<file path="config.mk">
export PLATFORM = sky130hd
export DESIGN_NAME = pwm_chan
export DESIGN_NICKNAME = d
export VERILOG_FILES = /design/src/rtl/pwm_pkg.sv /design/src/rtl/pwm_prescaler.sv /design/src/rtl/pwm_duty_regs.sv /design/src/rtl/pwm_count_cmp.sv /design/src/rtl/pwm_chan.sv
export SDC_FILE = /design/constraint.sdc
export NUM_CORES = 1
export LEC_CHECK = 0
export BUFFER_PORTS_ARGS = -buffer_cell sky130_fd_sc_hd__buf_2
export CORE_ASPECT_RATIO = 0.75
export CORE_MARGIN = 1
export CORE_UTILIZATION = 29
export CTS_BUF_LIST = sky130_fd_sc_hd__clkbuf_8
export DETAILED_ROUTE_END_ITERATION = 12
export GPL_ROUTABILITY_DRIVEN = 0
export GPL_TIMING_DRIVEN = 0
export REMOVE_ABC_BUFFERS = 1
export SETUP_SLACK_MARGIN = 0.15
export SYNTH_ARGS = -nofsm -noshare
export SYNTH_HDL_FRONTEND = slang
export SYNTH_SLANG_ARGS = --single-unit
</file>
<file path="constraint.sdc">
create_clock -name clk -period 4.65 [get_ports clk]
set_input_delay 0.93 -clock clk [delete_from_list [all_inputs] [get_ports clk]]
set_output_delay 0.93 -clock clk [all_outputs]
set_load 0.01 [all_outputs]
</file>
<file path="src/rtl/pwm_pkg.sv">
package pwm_pkg;

    localparam int PWM_CNT_W_DEF = 8;
    localparam int PWM_DIV_W_DEF = 4;

    // Per-cycle events that steer the channel datapath.
    typedef struct packed {
        logic adv;   // counter may advance this cycle
        logic tick;  // prescaler expires: counter advances
        logic wrap;  // counter rolls over to zero
        logic load;  // active duty takes the holding value
    } pwm_evt_t;

    // Width of the prescale counter that can count up to 2^(2^div_w - 1) - 1.
    function automatic int pre_bits(input int div_w);
        return (1 << div_w) - 1;
    endfunction

endpackage

</file>
<file path="src/rtl/pwm_prescaler.sv">
module pwm_prescaler
    import pwm_pkg::*;
#(
    parameter int DIV_W = PWM_DIV_W_DEF
) (
    input  logic             clk,
    input  logic             rst,
    input  logic             en,
    input  logic             adv,
    input  logic             wr_div,
    input  logic [DIV_W-1:0] div_in,
    output logic             tick
);
    localparam int PRE_W = pre_bits(DIV_W);

    logic [DIV_W-1:0] div_q;
    logic [PRE_W-1:0] pre_q;
    logic [PRE_W-1:0] limit;

    // Terminal count for divide by 2^div_q: the low div_q bits all set.
    assign limit = ~({PRE_W{1'b1}} << div_q);
    assign tick  = adv && (pre_q == limit);

    always_ff @(posedge clk) begin
        if (rst) begin
            div_q <= '0;
            pre_q <= '0;
        end else begin
            if (wr_div) begin
                div_q <= div_in;
            end
            if (!en || wr_div || tick) begin
                pre_q <= '0;
            end else if (adv) begin
                pre_q <= pre_q + 1'b1;
            end
        end
    end

    // the prescale count never passes the terminal count of the current divide.
    assert_pre_bound_R2: assert property (@(posedge clk) disable iff (rst)
        pre_q <= limit);

    // a divide write restarts the prescale count.
    assert_pre_restart_R8: assert property (@(posedge clk) disable iff (rst)
        wr_div |=> (pre_q == '0));

endmodule

</file>
<file path="src/rtl/pwm_duty_regs.sv">
module pwm_duty_regs
    import pwm_pkg::*;
#(
    parameter int CNT_W = PWM_CNT_W_DEF
) (
    input  logic             clk,
    input  logic             rst,
    input  logic             wr,
    input  logic [CNT_W-1:0] wdata,
    input  logic             load,
    output logic [CNT_W-1:0] act_q,
    output logic [CNT_W-1:0] act_d
);
    logic [CNT_W-1:0] hold_q;
    logic [CNT_W-1:0] hold_d;

    assign hold_d = wr ? wdata : hold_q;
    assign act_d  = load ? hold_d : act_q;

    always_ff @(posedge clk) begin
        if (rst) begin
            hold_q <= '0;
            act_q  <= '0;
        end else begin
            hold_q <= hold_d;
            act_q  <= act_d;
        end
    end

    // a write outside the load point leaves the active duty untouched.
    assert_write_isolated_R6: assert property (@(posedge clk) disable iff (rst)
        (wr && !load) |=> (act_q == $past(act_q)));

endmodule

</file>
<file path="src/rtl/pwm_count_cmp.sv">
module pwm_count_cmp
    import pwm_pkg::*;
#(
    parameter int CNT_W = PWM_CNT_W_DEF
) (
    input  logic             clk,
    input  logic             rst,
    input  logic             en,
    input  logic             tick,
    input  logic [CNT_W-1:0] act_d,
    output logic [CNT_W-1:0] cnt_q,
    output logic             at_top,
    output logic             out_q
);
    logic [CNT_W-1:0] cnt_d;

    assign at_top = (cnt_q == {CNT_W{1'b1}});

    always_comb begin
        if (!en) begin
            cnt_d = '0;
        end else if (tick) begin
            cnt_d = cnt_q + 1'b1;
        end else begin
            cnt_d = cnt_q;
        end
    end

    always_ff @(posedge clk) begin
        if (rst) begin
            cnt_q <= '0;
            out_q <= 1'b0;
        end else begin
            cnt_q <= cnt_d;
            out_q <= en && (cnt_d <= act_d);
        end
    end

    // while running, the counter moves by at most one step per cycle.
    assert_single_step_R2: assert property (@(posedge clk) disable iff (rst)
        ($past(en) && $past(en, 2)) |->
            ((cnt_q == $past(cnt_q)) || (cnt_q == $past(cnt_q) + 1'b1)));

endmodule

</file>
<file path="src/rtl/pwm_chan.sv">
module pwm_chan
    import pwm_pkg::*;
#(
    parameter int CNT_W = PWM_CNT_W_DEF,
    parameter int DIV_W = PWM_DIV_W_DEF
) (
    input  logic             clk,
    input  logic             rst,
    input  logic             en,
    input  logic             wr_width,
    input  logic [CNT_W-1:0] width_in,
    input  logic             wr_div,
    input  logic [DIV_W-1:0] div_in,
    output logic             pwm_out
);
    pwm_evt_t         evt;
    logic             run_q;
    logic             tick;
    logic             at_top;
    logic [CNT_W-1:0] cnt_q;
    logic [CNT_W-1:0] act_q;
    logic [CNT_W-1:0] act_d;

    // The first enabled edge only starts the period; advancing begins after it.
    always_ff @(posedge clk) begin
        if (rst) begin
            run_q <= 1'b0;
        end else begin
            run_q <= en;
        end
    end

    always_comb begin
        evt.adv  = run_q && en && !wr_div;
        evt.tick = tick;
        evt.wrap = tick && at_top;
        evt.load = !en || !run_q || evt.wrap;
    end

    pwm_prescaler #(.DIV_W(DIV_W)) u_pre (
        .clk    (clk),
        .rst    (rst),
        .en     (en),
        .adv    (evt.adv),
        .wr_div (wr_div),
        .div_in (div_in),
        .tick   (tick)
    );

    pwm_duty_regs #(.CNT_W(CNT_W)) u_duty (
        .clk   (clk),
        .rst   (rst),
        .wr    (wr_width),
        .wdata (width_in),
        .load  (evt.load),
        .act_q (act_q),
        .act_d (act_d)
    );

    pwm_count_cmp #(.CNT_W(CNT_W)) u_cmp (
        .clk    (clk),
        .rst    (rst),
        .en     (en),
        .tick   (evt.tick),
        .act_d  (act_d),
        .cnt_q  (cnt_q),
        .at_top (at_top),
        .out_q  (pwm_out)
    );

    // disabling parks the counter at zero and drives the output low.
    assert_idle_low_R7: assert property (@(posedge clk) disable iff (rst)
        !en |=> (!pwm_out && (cnt_q == '0)));

    // the first enabled edge opens a period with the output high.
    assert_start_high_R7: assert property (@(posedge clk) disable iff (rst)
        (en && !run_q) |=> pwm_out);

    // a falling output while running means the count passed the duty.
    assert_fall_exceeds_R3: assert property (@(posedge clk) disable iff (rst)
        ($fell(pwm_out) && $past(en)) |-> (cnt_q > act_q));

    // full-scale duty keeps the output high.
    assert_full_high_R4: assert property (@(posedge clk) disable iff (rst)
        (en && run_q && (act_d == {CNT_W{1'b1}})) |=> pwm_out);

    // while running, the active duty only changes as the counter lands on zero.
    assert_swap_at_wrap_R6: assert property (@(posedge clk) disable iff (rst)
        ($past(en) && $past(run_q) && (act_q != $past(act_q))) |-> (cnt_q == '0));

endmodule

</file>
Word level (Yosys, flattened, before mapping)
Cells that the tools add are included.

Bitwise logic cells: 1. Add/sub/neg operators: 2. Muxes and demuxes: 4. Equality and inequality tests: 2. Reductions and logical operators: 13. Order comparisons: 1. Shift-type cells: 1.

Operator list (count): $mux W8 (4); $add A15 B1 Y15 const B (1); $eq A15 B15 Y1 (1); $not A15 Y15 (1); $shl A15 B4 Y15 const A (1); $add A8 B1 Y8 const B (1); $eq A8 B8 Y1 const B (1); $le A8 B8 Y1 (1); $logic_and A1 B1 Y1 (5); $logic_or A1 B1 Y1 (4); $logic_not A1 Y1 (3); $reduce_or A2 Y1 (1).

Bits of input ports: 17. Register bits after elaboration: 45.

Longest topological paths before layout
Depth in word-level cells: 9. Gate-level depth with buffers: 17. Gate-level depth less buffers: 13.

Cells and area by module
Synthesis repeated with hierarchy kept, for this count alone.

Cell total of the unflattened synthesis: 282. Area, all modules: 2452.4 µm².

Modules (own cells, without submodules): pwm_prescaler (cells each 142, instances 1, sequential area each 380.4 µm², area each 1189.9 µm²); pwm_count_cmp (cells each 74, instances 1, sequential area each 180.2 µm², area each 629.4 µm²); pwm_duty_regs (cells each 61, instances 1, sequential area each 320.3 µm², area each 591.8 µm²); pwm_chan (cells each 5, instances 1, sequential area each 20.0 µm², area each 41.3 µm²).

Worst setup path after synthesis
No wires, ideal clock.

Path type: in2reg. Start: input port wr_div. End: register u_cmp.out_q. Setup slack: 914 ps. Arrival time: 3665 ps. Cell stages on the path: 15. Library setup time: 70 ps. Path buffers: 4. Cell sequence: clkbuf_1 -> and3b_1 -> clkbuf_1 -> nand4_1 -> a2111o_1 -> o21ba_1 -> buf_6 -> buf_6 -> mux2i_1 -> ha_1 -> a21o_1 -> a211o_1 -> a21oi_1 -> o21ai_0 -> a21oi_1.

Longest elaborated chain between the ends: 8. Elaborated cells between the ends (all ways): 10. Classes of those cells: order compare: 1; mux: 3; reduce/logical: 6.

Ends and longest elaborated chain: start, declared (RTL line pwm_chan.sv:12) `input logic wr_div,`; $logic_not A1 Y1 * (RTL line pwm_chan.sv:34) `evt.adv = run_q && en && !wr_div;`; $logic_and A1 B1 Y1 * (RTL line pwm_chan.sv:34); $logic_and A1 B1 Y1 * (RTL line pwm_prescaler.sv:22) `assign tick = adv && (pre_q == limit);`; $logic_and A1 B1 Y1 (RTL line pwm_chan.sv:36) `evt.wrap = tick && at_top;`; $logic_or A1 B1 Y1 (RTL line pwm_chan.sv:37) `evt.load = !en || !run_q || evt.wrap;`; $mux W8 (RTL line pwm_duty_regs.sv:18) `assign act_d = load ? hold_d : act_q;`; $le A8 B8 Y1 * (RTL line pwm_count_cmp.sv:35) `out_q <= en && (cnt_d <= act_d);`; $logic_and A1 B1 Y1 * (RTL line pwm_count_cmp.sv:35); end signal, assigned (RTL line pwm_count_cmp.sv:35); end, declared (RTL line pwm_count_cmp.sv:13) `output logic out_q`.

Mark *: on every way between the ends. The rest lies on a longest branch, timed or not. A chain may end at the register's enable or synchronous reset.

Worst setup path in the final report
Start: register u_pre.div_q[1]. End: register u_cmp.out_q.

Longest elaborated chain between the ends: 9. Elaborated cells between the ends (all ways): 11. Classes of those cells: order compare: 1; eq/ne: 1; shift: 1; mux: 3; bitwise: 1; reduce/logical: 4.

Ends and longest elaborated chain: start, declared (RTL line pwm_prescaler.sv:16) `logic [DIV_W-1:0] div_q;`; start signal, assigned (RTL line pwm_prescaler.sv:30) `div_q <= div_in;`; $shl A15 B4 Y15 * (RTL line pwm_prescaler.sv:21) `assign limit = ~({PRE_W{1'b1}} << div_q);`; $not A15 Y15 * (RTL line pwm_prescaler.sv:21); $eq A15 B15 Y1 * (RTL line pwm_prescaler.sv:22); $logic_and A1 B1 Y1 * (RTL line pwm_prescaler.sv:22); $logic_and A1 B1 Y1 (RTL line pwm_chan.sv:36); $logic_or A1 B1 Y1 (RTL line pwm_chan.sv:37); $mux W8 (RTL line pwm_duty_regs.sv:18); $le A8 B8 Y1 * (RTL line pwm_count_cmp.sv:35); $logic_and A1 B1 Y1 * (RTL line pwm_count_cmp.sv:35).

Marked as above.

==> results.tsv <==
metric	value	unit
clock tree root driver cell	sky130_fd_sc_hd__clkbuf_8	
area of the core	8527	µm²
TritonCTS Buffers	5	
DPL Wire Length	3.726	mm
top fanout value on the critical path	18	
diode insertion count for antenna repair	0	
worst-case setup slack after placement	437.4	ps
P&R area growth vs syn	7.831	%
Avg Inst Size Synth	8.932	µm²
number of synthesized register bits	45	
unrepaired setup endpoints after global routing	false	
endpoints failing hold	0	
Pwr per Cell Area	258.7	nW/µm²
post-synth cell types	48	
ys flop type	sky130_fd_sc_hd__dfxtp_1	
via density per instance	4.985	
sequential element share of the synthesized area	35.02	%
hold crit path type	flip-flop to flip-flop	
horizontal die dimension	110.8	µm
number of enable flip-flop cells after synthesis	0	
fin. max-slew vios	0	
gate count after technology mapping	288	
DR pass1 iterations	4	
number of gates resized after CTS	0	
I/O pin total	18	
initial antenna violation count	0	
number of endpoints failing setup at the final stage	0	
residual antenna-violating net count after detailed routing	0	
synthesized cell area	2572	µm²
residual overflow from global routing	0	
Buffers on Ports	17	
share of post-route cells with drive strength above 1	14.63	%
post-route minimum period	3993	ps
critical path startpoint category	flip-flop	
Clock Skew	11.23	ps
Worst setup EP type	flip-flop	
critical path data required time	4880	ps
cells taking the most area after synthesis	sky130_fd_sc_hd__dfxtp_1 (35%), sky130_fd_sc_hd__mux2_2 (6.1%), sky130_fd_sc_hd__nor2b_1 (5.4%)	
effective utilization at floorplan	30.17	%
maximum level of the CTS H-tree	2	
detailed-route DRC error count	0	
final routed wire length divided by cell count	12.93	µm
Max-slew headroom	22.13	%
total negative setup slack	0	ps
class of the most critical setup path	flip-flop to flip-flop	
drt initial violations	129	
Total Routing Usage GR	11.79	%
clock transition time at the flip-flop clock pins of the worst setup and hold paths	80	ps
later-pin clock latency in the skew report	300	ps
largest net degree at the start of global routing	22	
total clock sinks	45	
Leak Pwr	1.061	nW
Layout Nets	322	
proportion of netlist area held by the largest area contributor	35.02	%
number of warning messages in the yosys log	0	
final period utilization	85.88	%
largest area contributor in the synthesized netlist	sky130_fd_sc_hd__dfxtp_1	
hold_buf cts	0	
vias in the first global route	1835	
critical path arrival	4220	ps
final worst slack	656.8	ps
clock tree from TritonCTS	done	
worst voltage drop across the vdd grid	0.1482	mV
area enclosed by the die boundary	9255	µm²
maximum buffer depth of the clock tree	2	
measured slew at the worst slew-check pin	1160	ps
Post-synth ARST share	0	%
die height	83.57	µm
# Max-Cap Violations	0	
outcome	finished clean	
buffers inserted during post-CTS setup optimization	0	
Fillers	884	
Via Count	2004	
Routed WL	5.198	mm
Achievable Freq	250.4	MHz
wire length of the first global-routing pass	8.811	mm
number of placement rows	29	
==> critical path, cell delays in order (launching register included) <==
cell and delay, ps:
sky130_fd_sc_hd__dfxtp_1 460, sky130_fd_sc_hd__or2_4 320, sky130_fd_sc_hd__and3_1 190, sky130_fd_sc_hd__o311ai_1 270, sky130_fd_sc_hd__a2111o_1 520, sky130_fd_sc_hd__o21ba_1 800, sky130_fd_sc_hd__mux2i_1 290, sky130_fd_sc_hd__ha_1 270
sky130_fd_sc_hd__a21o_1 170, sky130_fd_sc_hd__a211o_1 300, sky130_fd_sc_hd__a21oi_1 150, sky130_fd_sc_hd__o21ai_0 90, sky130_fd_sc_hd__a21oi_1 120
==> cell type report <==
cell class	instances	area, µm²	area share [%]
Multi-Input combinational cell	217	1545	55.71
Clock inverter	1	5.005	0.1804
Timing Repair Buffer	17	85.08	3.067
Sequential cell	45	900.9	32.48
Tap cell	108	135.1	4.871
Clock buffer	5	68.82	2.481
Inverter	9	33.78	1.218
==> cell families (layout without fill, tap and decap cells) <==
group | count (synthesis) | in the layout | share of synthesized area (%)
simple gates | 108 | 108 | 23.49
compound gates | 56 | 56 | 14.40
flops | 45 | 45 | 35.02
mux | 29 | 29 | 12.55
buf+inv | 26 | 32 | 4.912
xor+xnor | 14 | 14 | 4.767
fa+ha+maj | 10 | 10 | 4.864
==> synth_stat cells (3+ instances only) <==
cell type	number
sky130_fd_sc_hd__a21oi_1	21
sky130_fd_sc_hd__dfxtp_1	45
sky130_fd_sc_hd__nand3_1	12
sky130_fd_sc_hd__o31ai_1	6
sky130_fd_sc_hd__nor3_1	4
sky130_fd_sc_hd__or4_1	7
sky130_fd_sc_hd__xor2_1	5
sky130_fd_sc_hd__buf_6	3
sky130_fd_sc_hd__inv_1	9
sky130_fd_sc_hd__ha_1	10
sky130_fd_sc_hd__nand4_1	3
sky130_fd_sc_hd__o21ai_0	7
sky130_fd_sc_hd__nor2b_1	22
sky130_fd_sc_hd__mux2_4	3
sky130_fd_sc_hd__and2_1	4
sky130_fd_sc_hd__xnor2_1	9
sky130_fd_sc_hd__nor2_1	23
sky130_fd_sc_hd__and3_1	10
sky130_fd_sc_hd__mux2_2	14
sky130_fd_sc_hd__mux2i_1	12
sky130_fd_sc_hd__nand2_1	9
sky130_fd_sc_hd__clkbuf_1	9
sky130_fd_sc_hd__buf_2	5
==> layer usage <==
metal  part of all wire [%]  track usage [%]  vias to the layer above
met1                     54            17.05                      924
met3                    2.9            1.743                        8
met4                    1.5            4.727                        0
met2                     41            17.45                       30
met5                      0                0                        -
li1                       -                -                     1042
==> worst paths after layout <==
path | startpoint | endpoint | slack (ps) | cells past startpoint
worst min-delay path | u_cmp.cnt_q[7]$_SDFF_PP0_ | u_cmp.cnt_q[7]$_SDFF_PP0_ | 510 | 2
worst max-delay path | u_pre.div_q[1]$_SDFFE_PP0P_ | u_cmp.out_q$_SDFF_PP0_ | 660 | 12
worst min register to register | u_cmp.cnt_q[7]$_SDFF_PP0_ | u_cmp.cnt_q[7]$_SDFF_PP0_ | 510 | 2
worst max register to register | u_pre.div_q[1]$_SDFFE_PP0P_ | u_cmp.out_q$_SDFF_PP0_ | 660 | 12
==> power breakdown <==
part	total [mW]	internal (mW)	switching, mW
Clock	0.229	0.0992	0.130
Sequential	0.407	0.397	0.0107
Combinational	0.0815	0.0390	0.0425
Total	0.718	0.535	0.183
==> flip-flops by register name, indices dropped and copies added (netlist names) <==
register,flops
u_cmp.out_q,1
u_pre.div_q,4
u_pre.pre_q,15
u_cmp.cnt_q,8
run_q,1
u_duty.act_q,8
u_duty.hold_q,8
==> placed cells by master (no fill, tap or decap), types with 10 or more instances in the layout <==
master | synthesis | layout
sky130_fd_sc_hd__and3_1 | 10 | 10
sky130_fd_sc_hd__ha_1 | 10 | 10
sky130_fd_sc_hd__a21oi_1 | 21 | 21
sky130_fd_sc_hd__dfxtp_1 | 45 | 45
sky130_fd_sc_hd__mux2i_1 | 12 | 12
sky130_fd_sc_hd__nor2b_1 | 22 | 22
sky130_fd_sc_hd__nand3_1 | 12 | 12
sky130_fd_sc_hd__nor2_1 | 23 | 23
sky130_fd_sc_hd__buf_2 | 5 | 17
sky130_fd_sc_hd__mux2_2 | 14 | 14
==> stage by stage <==
stage	instances	instance area, µm²	power (mW)	hold slack, ps	utilization (%)
after floorplan	271	2480	0.4704	471.3	-
after global placement	396	2700	0.4970	485.6	31.67
after detailed placement	396	2700	0.4990	493.1	31.67
after CTS	402	2774	0.7266	505.4	32.53
after global routing	402	2774	0.7539	546.3	32.53
final	402	2774	0.7177	506.5	32.53
Power figures use the tool's default switching activity.
